==> src/rtl/bb_pkg.sv <==
package bb_pkg;
  localparam logic [1:0] SZ_BYTE = 2'd0;
  localparam logic [1:0] SZ_HALF = 2'd1;

  typedef enum logic [2:0] {
    ST_IDLE    = 3'd0,
    ST_RD_REQ  = 3'd1,
    ST_RD_WAIT = 3'd2,
    ST_WR_REQ  = 3'd3,
    ST_DONE    = 3'd4
  } rmw_state_e;
endpackage

==> src/rtl/bb_window_decode.sv <==
module bb_window_decode #(
  parameter int ADDR_W    = 32,
  parameter int DATA_W    = 32,
  parameter int NUM_WIN   = 2,
  parameter int SPAN_BITS = 25,
  parameter logic [NUM_WIN*ADDR_W-1:0] ALIAS_BASES = {32'h4200_0000, 32'h2200_0000},
  parameter logic [NUM_WIN*ADDR_W-1:0] BACK_BASES  = {32'h4000_0000, 32'h2000_0000},
  localparam int LANES  = DATA_W / 8,
  localparam int LANE_W = $clog2(LANES),
  localparam int POS_W  = $clog2(DATA_W)
) (
  input  logic [ADDR_W-1:0] addr,
  input  logic [1:0]        size,
  output logic              hit,
  output logic [ADDR_W-1:0] back_addr,
  output logic [POS_W-1:0]  bit_pos,
  output logic [LANES-1:0]  be
);
  import bb_pkg::*;

  logic [NUM_WIN-1:0] match;
  logic [ADDR_W-1:0]  region;
  logic [ADDR_W-1:0]  back_raw;
  logic [ADDR_W-1:0]  align_mask;
  logic [1:0]         unit_lg;
  logic [POS_W-1:0]   idx;
  logic [LANES-1:0]   be_base;

  for (genvar w = 0; w < NUM_WIN; w++) begin : g_win
    localparam logic [ADDR_W-1:0] ABASE = ALIAS_BASES[w*ADDR_W +: ADDR_W];
    assign match[w] = (addr[ADDR_W-1:SPAN_BITS] == ABASE[ADDR_W-1:SPAN_BITS]);
  end

  always_comb begin
    region = '0;
    for (int w = 0; w < NUM_WIN; w++) begin
      if (match[w]) region = region | BACK_BASES[w*ADDR_W +: ADDR_W];
    end
  end

  assign hit      = |match;
  assign back_raw = region |
                    ({{(ADDR_W-SPAN_BITS){1'b0}}, addr[SPAN_BITS-1:0]} >> 5);

  always_comb begin
    unit_lg = 2'd2;
    idx     = addr[POS_W+1:2];
    if (size == SZ_BYTE) begin
      unit_lg = 2'd0;
      idx     = POS_W'(addr[4:2]);
    end else if (size == SZ_HALF) begin
      unit_lg = 2'd1;
      idx     = POS_W'(addr[5:2]);
    end
  end

  assign align_mask = (ADDR_W'(1) << unit_lg) - ADDR_W'(1);
  assign back_addr  = back_raw & ~align_mask;
  assign bit_pos    = POS_W'({back_addr[LANE_W-1:0], 3'b000}) + idx;
  assign be_base    = LANES'((32'd1 << (32'd1 << unit_lg)) - 32'd1);
  assign be         = be_base << back_addr[LANE_W-1:0];
endmodule

==> src/rtl/bb_bit_lane.sv <==
module bb_bit_lane #(
  parameter int DATA_W = 32,
  localparam int POS_W = $clog2(DATA_W)
) (
  input  logic [DATA_W-1:0] word_in,
  input  logic [POS_W-1:0]  pos,
  input  logic              new_bit,
  output logic              bit_out,
  output logic [DATA_W-1:0] word_out
);
  logic [DATA_W-1:0] sel;

  assign sel      = DATA_W'(1) << pos;
  assign bit_out  = |(word_in & sel);
  assign word_out = new_bit ? (word_in | sel) : (word_in & ~sel);
endmodule

==> src/rtl/bb_rmw_fsm.sv <==
module bb_rmw_fsm #(
  parameter int ADDR_W = 32,
  parameter int DATA_W = 32,
  localparam int LANES = DATA_W / 8,
  localparam int POS_W = $clog2(DATA_W)
) (
  input  logic              clk,
  input  logic              rst,
  input  logic              req_valid,
  input  logic              req_hit,
  input  logic              req_write,
  input  logic              req_bit,
  input  logic [ADDR_W-1:0] dec_addr,
  input  logic [POS_W-1:0]  dec_pos,
  input  logic [LANES-1:0]  dec_be,
  output logic              req_ready,
  output logic              rsp_valid,
  output logic [DATA_W-1:0] rsp_rdata,
  output logic              mem_valid,
  input  logic              mem_ready,
  output logic              mem_write,
  output logic [ADDR_W-1:0] mem_addr,
  output logic [LANES-1:0]  mem_be,
  output logic [DATA_W-1:0] mem_wdata,
  input  logic              mem_rvalid,
  input  logic [DATA_W-1:0] mem_rdata
);
  import bb_pkg::*;

  rmw_state_e        state_q;
  logic [POS_W-1:0]  pos_q;
  logic              wr_q;
  logic              bit_q;
  logic              mem_valid_q;
  logic              mem_write_q;
  logic [ADDR_W-1:0] mem_addr_q;
  logic [LANES-1:0]  mem_be_q;
  logic [DATA_W-1:0] mem_wdata_q;
  logic              rsp_valid_q;
  logic [DATA_W-1:0] rsp_rdata_q;
  logic              lane_bit;
  logic [DATA_W-1:0] lane_word;

  bb_bit_lane #(.DATA_W(DATA_W)) u_lane (
    .word_in  (mem_rdata),
    .pos      (pos_q),
    .new_bit  (bit_q),
    .bit_out  (lane_bit),
    .word_out (lane_word)
  );

  assign req_ready = (state_q == ST_IDLE) && req_hit;

  always_ff @(posedge clk) begin
    if (rst) begin
      state_q     <= ST_IDLE;
      pos_q       <= '0;
      wr_q        <= 1'b0;
      bit_q       <= 1'b0;
      mem_valid_q <= 1'b0;
      mem_write_q <= 1'b0;
      mem_addr_q  <= '0;
      mem_be_q    <= '0;
      mem_wdata_q <= '0;
      rsp_valid_q <= 1'b0;
      rsp_rdata_q <= '0;
    end else begin
      unique case (state_q)
        ST_IDLE: begin
          rsp_valid_q <= 1'b0;
          if (req_valid && req_ready) begin
            pos_q       <= dec_pos;
            wr_q        <= req_write;
            bit_q       <= req_bit;
            mem_addr_q  <= dec_addr;
            mem_be_q    <= dec_be;
            mem_write_q <= 1'b0;
            mem_valid_q <= 1'b1;
            state_q     <= ST_RD_REQ;
          end
        end
        ST_RD_REQ: begin
          if (mem_ready) begin
            mem_valid_q <= 1'b0;
            state_q     <= ST_RD_WAIT;
          end
        end
        ST_RD_WAIT: begin
          if (mem_rvalid) begin
            if (wr_q) begin
              mem_wdata_q <= lane_word;
              mem_write_q <= 1'b1;
              mem_valid_q <= 1'b1;
              state_q     <= ST_WR_REQ;
            end else begin
              rsp_rdata_q <= DATA_W'(lane_bit);
              rsp_valid_q <= 1'b1;
              state_q     <= ST_DONE;
            end
          end
        end
        ST_WR_REQ: begin
          if (mem_ready) begin
            mem_valid_q <= 1'b0;
            mem_write_q <= 1'b0;
            rsp_rdata_q <= '0;
            rsp_valid_q <= 1'b1;
            state_q     <= ST_DONE;
          end
        end
        ST_DONE: begin
          rsp_valid_q <= 1'b0;
          state_q     <= ST_IDLE;
        end
        default: state_q <= ST_IDLE;
      endcase
    end
  end

  assign mem_valid = mem_valid_q;
  assign mem_write = mem_write_q;
  assign mem_addr  = mem_addr_q;
  assign mem_be    = mem_be_q;
  assign mem_wdata = mem_wdata_q;
  assign rsp_valid = rsp_valid_q;
  assign rsp_rdata = rsp_rdata_q;

  AST_RSP_SINGLE_BIT: assert property (@(posedge clk) disable iff (rst)
    rsp_valid_q |-> (rsp_rdata_q[DATA_W-1:1] == '0));

  AST_MEM_REQ_HOLD: assert property (@(posedge clk) disable iff (rst)
    (mem_valid_q && !mem_ready) |=> (mem_valid_q && $stable(mem_addr_q) &&
                                     $stable(mem_be_q) && $stable(mem_write_q)));

  AST_PORT_CLOSED_WHILE_BUSY: assert property (@(posedge clk) disable iff (rst)
    req_ready |-> (!mem_valid_q && !rsp_valid_q));

  AST_HALF_LANE_PAIR: assert property (@(posedge clk) disable iff (rst)
    (mem_valid_q && $countones(mem_be_q) == 2) |->
      ((mem_be_q == 4'b0011 || mem_be_q == 4'b1100) && !mem_addr_q[0]));

  AST_WORD_ALIGNED: assert property (@(posedge clk) disable iff (rst)
    (mem_valid_q && mem_be_q == 4'b1111) |-> (mem_addr_q[1:0] == 2'b00));

  AST_RESET_QUIET: assert property (@(posedge clk)
    rst |=> (!mem_valid_q && !rsp_valid_q));
endmodule

==> src/rtl/bitband_bridge.sv <==
module bitband_bridge #(
  parameter int ADDR_W    = 32,
  parameter int DATA_W    = 32,
  parameter int NUM_WIN   = 2,
  parameter int SPAN_BITS = 25,
  parameter logic [NUM_WIN*ADDR_W-1:0] ALIAS_BASES = {32'h4200_0000, 32'h2200_0000},
  parameter logic [NUM_WIN*ADDR_W-1:0] BACK_BASES  = {32'h4000_0000, 32'h2000_0000},
  localparam int LANES = DATA_W / 8,
  localparam int POS_W = $clog2(DATA_W)
) (
  input  logic              clk,
  input  logic              rst,
  input  logic              req_valid,
  output logic              req_ready,
  output logic              req_miss,
  input  logic [ADDR_W-1:0] req_addr,
  input  logic [1:0]        req_size,
  input  logic              req_write,
  input  logic [DATA_W-1:0] req_wdata,
  output logic              rsp_valid,
  output logic [DATA_W-1:0] rsp_rdata,
  output logic              mem_valid,
  input  logic              mem_ready,
  output logic              mem_write,
  output logic [ADDR_W-1:0] mem_addr,
  output logic [LANES-1:0]  mem_be,
  output logic [DATA_W-1:0] mem_wdata,
  input  logic              mem_rvalid,
  input  logic [DATA_W-1:0] mem_rdata
);
  logic              hit;
  logic [ADDR_W-1:0] dec_addr;
  logic [POS_W-1:0]  dec_pos;
  logic [LANES-1:0]  dec_be;

  bb_window_decode #(
    .ADDR_W(ADDR_W), .DATA_W(DATA_W), .NUM_WIN(NUM_WIN), .SPAN_BITS(SPAN_BITS),
    .ALIAS_BASES(ALIAS_BASES), .BACK_BASES(BACK_BASES)
  ) u_decode (
    .addr      (req_addr),
    .size      (req_size),
    .hit       (hit),
    .back_addr (dec_addr),
    .bit_pos   (dec_pos),
    .be        (dec_be)
  );

  bb_rmw_fsm #(.ADDR_W(ADDR_W), .DATA_W(DATA_W)) u_fsm (
    .clk        (clk),
    .rst        (rst),
    .req_valid  (req_valid),
    .req_hit    (hit),
    .req_write  (req_write),
    .req_bit    (req_wdata[0]),
    .dec_addr   (dec_addr),
    .dec_pos    (dec_pos),
    .dec_be     (dec_be),
    .req_ready  (req_ready),
    .rsp_valid  (rsp_valid),
    .rsp_rdata  (rsp_rdata),
    .mem_valid  (mem_valid),
    .mem_ready  (mem_ready),
    .mem_write  (mem_write),
    .mem_addr   (mem_addr),
    .mem_be     (mem_be),
    .mem_wdata  (mem_wdata),
    .mem_rvalid (mem_rvalid),
    .mem_rdata  (mem_rdata)
  );

  assign req_miss = req_valid && !hit;

  AST_MISS_NEVER_READY: assert property (@(posedge clk) disable iff (rst)
    req_miss |-> !req_ready);

  AST_MISS_NO_MEM_START: assert property (@(posedge clk) disable iff (rst)
    (req_miss && !mem_valid && !rsp_valid) |=> !mem_valid);
endmodule

==> config.mk <==
export PLATFORM = sky130hd
export DESIGN_NAME = bitband_bridge
export DESIGN_NICKNAME = d
export VERILOG_FILES = /design/src/rtl/bb_pkg.sv /design/src/rtl/bb_window_decode.sv /design/src/rtl/bb_bit_lane.sv /design/src/rtl/bb_rmw_fsm.sv /design/src/rtl/bitband_bridge.sv
export SDC_FILE = /design/constraint.sdc
export NUM_CORES = 1
export LEC_CHECK = 0
export BUFFER_PORTS_ARGS = -buffer_cell sky130_fd_sc_hd__buf_2
export CORE_UTILIZATION = 49
export DETAILED_ROUTE_END_ITERATION = 10
export PLACE_DENSITY = 0.86
export SLEW_MARGIN = 20
export SYNTH_ARGS = -nofsm -noshare
export SYNTH_HDL_FRONTEND = slang
export SYNTH_SLANG_ARGS = --single-unit
export TNS_END_PERCENT = 5
==> constraint.sdc <==
create_clock -name clk -period 3.87 [get_ports clk]
set_input_delay 0.387 -clock clk [delete_from_list [all_inputs] [get_ports clk]]
set_output_delay 0.387 -clock clk [all_outputs]
set_load 0.02 [all_outputs]
==> impl_metrics.toml <==
[outcome]
run_status = "complete, no violations"

[worst_setup_path]
crit_fanout = 13
startpoint_type = "flip-flop"
cp.required_ns = 4.07
worstPathArrival_ns = 2.56
cpPeakStageDelay_ns = 0.60
worstSetupPathType = "flip-flop to flip-flop"
cp_slowest_cell = "or4b_1"
crit_chain = "or4b_1, nor4_4, nor3b_2, o31ai_1, a21oi_1"
rr_worst_depth = 5
end_kind = "flip-flop"

[layout]
fin_nets = 697
final_layout_size_suffix_gt1_share_pct = 28.6
antennaDiodeCount = 0
fillCellCount = 706
area_growth_syn_to_layout_pct = 18.4

[die]
io_pins = 209
die-area_mm2 = 0.00832
coreArea_mm2 = 0.00773
die_w_um = 91.2
start_util_pct = 50.5
num_rows = 32
die_h_um = 91.2

[sta]
finClkSkew_ns = 0.00921
setup_viol = 0
rsz0062_at_grt = "false"
worstMarginPinSlew_ns = 1.09
setup_tns_ns = 0
hold_viol = 0
slew_headroom_pct = 27.0
period_share_pct = 60.8
finalMaxSlewViolations = 0
post-route-min-period_ns = 2.35
fmax_mhz = 425

[detailed_routing]
first_pass_iters = 4
detail_route.wl_per_cell_um = 13.6
final_antenna_net_count = 0
num_vias = 3627
drtIter0Drc = 190
vias_per_cell = 5.19
drcViolationCount = 0
wl_um = 9540

[grt]
grt_max_degree = 66
antenna_found_initial = 0
grt_usage_pct = 23.1
grt_pass1_wl_um = 15200
grt_pass1_vias = 3273
globalRoute.totalOverflow = 0

[synth]
synth_area_per_cell_um2 = 8.07
synth_cell_types = 56
ys_top_cells_by_area = "dfxtp_1 (37%), mux2i_1 (9.8%), buf_4 (8.3%)"
syn-cell-area_mm2 = 0.00390
synth-main-ff-cell = "dfxtp_1"
synth_cells = 483
yosys_warnings = 0
synth.top_cell.area_share_pct = 37.0
yosys.area.top_type = "dfxtp_1"
async_reset_ff_share_pct = 0
synth_seq_cells = 72
synth_enable_flop_cells = 0
synth_commonest_cells = "nand2_1 (85), dfxtp_1 (72), nor2_1 (46)"
ys_seq_area_share_pct = 37.0
yosysMostFrequentCell = "nand2_1"

[pwr]
power_density_mw_per_mm2 = 324
peakVddDrop_mv = 0.221
p_leak_nw = 2.04
total_power_mw = 1.49

[clock_tree]
htreeDepth = 3
cts_hold_buf = 0
cts_tree = "built"
numClockSinks = 72
post_cts_buffers = 0
cts_resized = 0
root_buffer = "clkbuf_8"
insertion_delay_ns = 0.35
max-clock-path-buffers = 2
clkTransAtPathRegs_ns = 0.08
cts_made_buffers = 9

[placed_design]
port_buffers = 134
place_hpwl_um = 7010
place_congestion = 0.903

[job]
maxCapViolations = 0

[worst_hold_path]
hold_path.class = "primary input to flip-flop"
min_path_cells = 3
-- metal layers --
| metal | up-vias | GRT usage (%) | share of wire [%] |
|---|---|---|---|
| met5 | - | 0 | 0 |
| met4 | 0 | 12.2 | 2.6 |
| met3 | 22 | 4.86 | 7.7 |
| met2 | 161 | 38.0 | 47 |
| met1 | 1644 | 28.4 | 43 |
| li1 | 1800 | - | - |
-- flip-flops by register name, indices dropped and copies added (netlist names) --
| name | cells |
|---|---|
| u_fsm.mem_write | 1 |
| u_fsm.pos_q | 5 |
| u_fsm.mem_valid | 1 |
| u_fsm.state_q | 3 |
| u_fsm.rsp_valid | 1 |
| u_fsm.rsp_rdata | 1 |
| u_fsm.wr_q | 1 |
| u_fsm.mem_wdata | 32 |
| u_fsm.bit_q | 1 |
| u_fsm.mem_be | 4 |
| u_fsm.mem_addr | 22 |
-- placed cells by master (no fill, tap or decap), types with 5 or more instances in the layout --
master    Yosys  routed
mux2i_1      38      38
a21oi_1      37      37
inv_1         6       6
nor2_1       46      46
buf_2         1     134
dfxtp_1      72      72
mux2_2        5       5
a211oi_1     33      33
nor3_1        9       8
conb_1        1      41
nand2_1      85      85
nor2b_1       6       6
clkbuf_8      0      11
nand3_1       8       8
-- cells by family (layout without fill, tap and decap cells) --
logic type,count (synthesis),in the layout,share of synthesized area [%]
AND/OR/NAND/NOR,187,187,22.7
adder cells (fa/ha/maj),1,1,0.321
multiplexers,43,43,11.2
flip-flops,72,72,37.0
other,1,41,0.0962
buffers and inverters,86,160,12.6
AO/OA/AOI/OAI,90,90,15.4
XOR/XNOR,3,3,0.674
-- area by class of cell --
cell class / instances / area [um2] / area share, %
timing repair buffer: 138 / 701 / 15.2
sequential: 72 / 1440 / 31.2
multi-input combinational: 365 / 2120 / 45.9
tap: 102 / 128 / 2.76
clock buffer: 11 / 151 / 3.28
clock inverter: 5 / 55.1 / 1.19
inverter: 6 / 22.5 / 0.488
-- power breakdown --
group | internal, mW | leakage [nW] | switching (mW) | total (mW)
registers | 0.742 | 0.580 | 0.00281 | 0.745
logic | 0.0459 | 1.36 | 0.0908 | 0.137
clock network | 0.330 | 0.101 | 0.283 | 0.613
total | 1.12 | 2.04 | 0.376 | 1.49
-- per-stage QoR --
stage                     util (%)  hold WS, ns  worst slack (ns)  cells  cell area (um2)
after floorplan                  -        0.454              1.90    523             4050
after global placement        57.1        0.436              1.44    683             4410
after detailed placement      57.1        0.444              1.38    683             4410
after CTS                     59.8        0.257              1.50    699             4620
after global routing          59.8        0.275              1.32    699             4620
final                         59.8        0.274              1.52    699             4620
-- critical path, delay by kind of cell (launching register included) --
| family | cells | cell delay (ns) |
|---|---|---|
| simple gates | 3 | 1.34 |
| compound gates | 2 | 0.41 |
| flops | 1 | 0.44 |
-- worst paths after layout --
| path | to | slack (ns) | startpoint |
|---|---|---|---|
| hold reg to reg | u_fsm.mem_addr[12] | 0.45 | u_fsm.mem_addr[12] |
| hold / removal | u_fsm.mem_addr[15] | 0.27 | req_addr[20] |
| setup / recovery | u_fsm.mem_write | 1.52 | u_fsm.state_q[0] |
| setup reg to reg | u_fsm.mem_write | 1.52 | u_fsm.state_q[0] |
(Power assumes the default switching activity.)
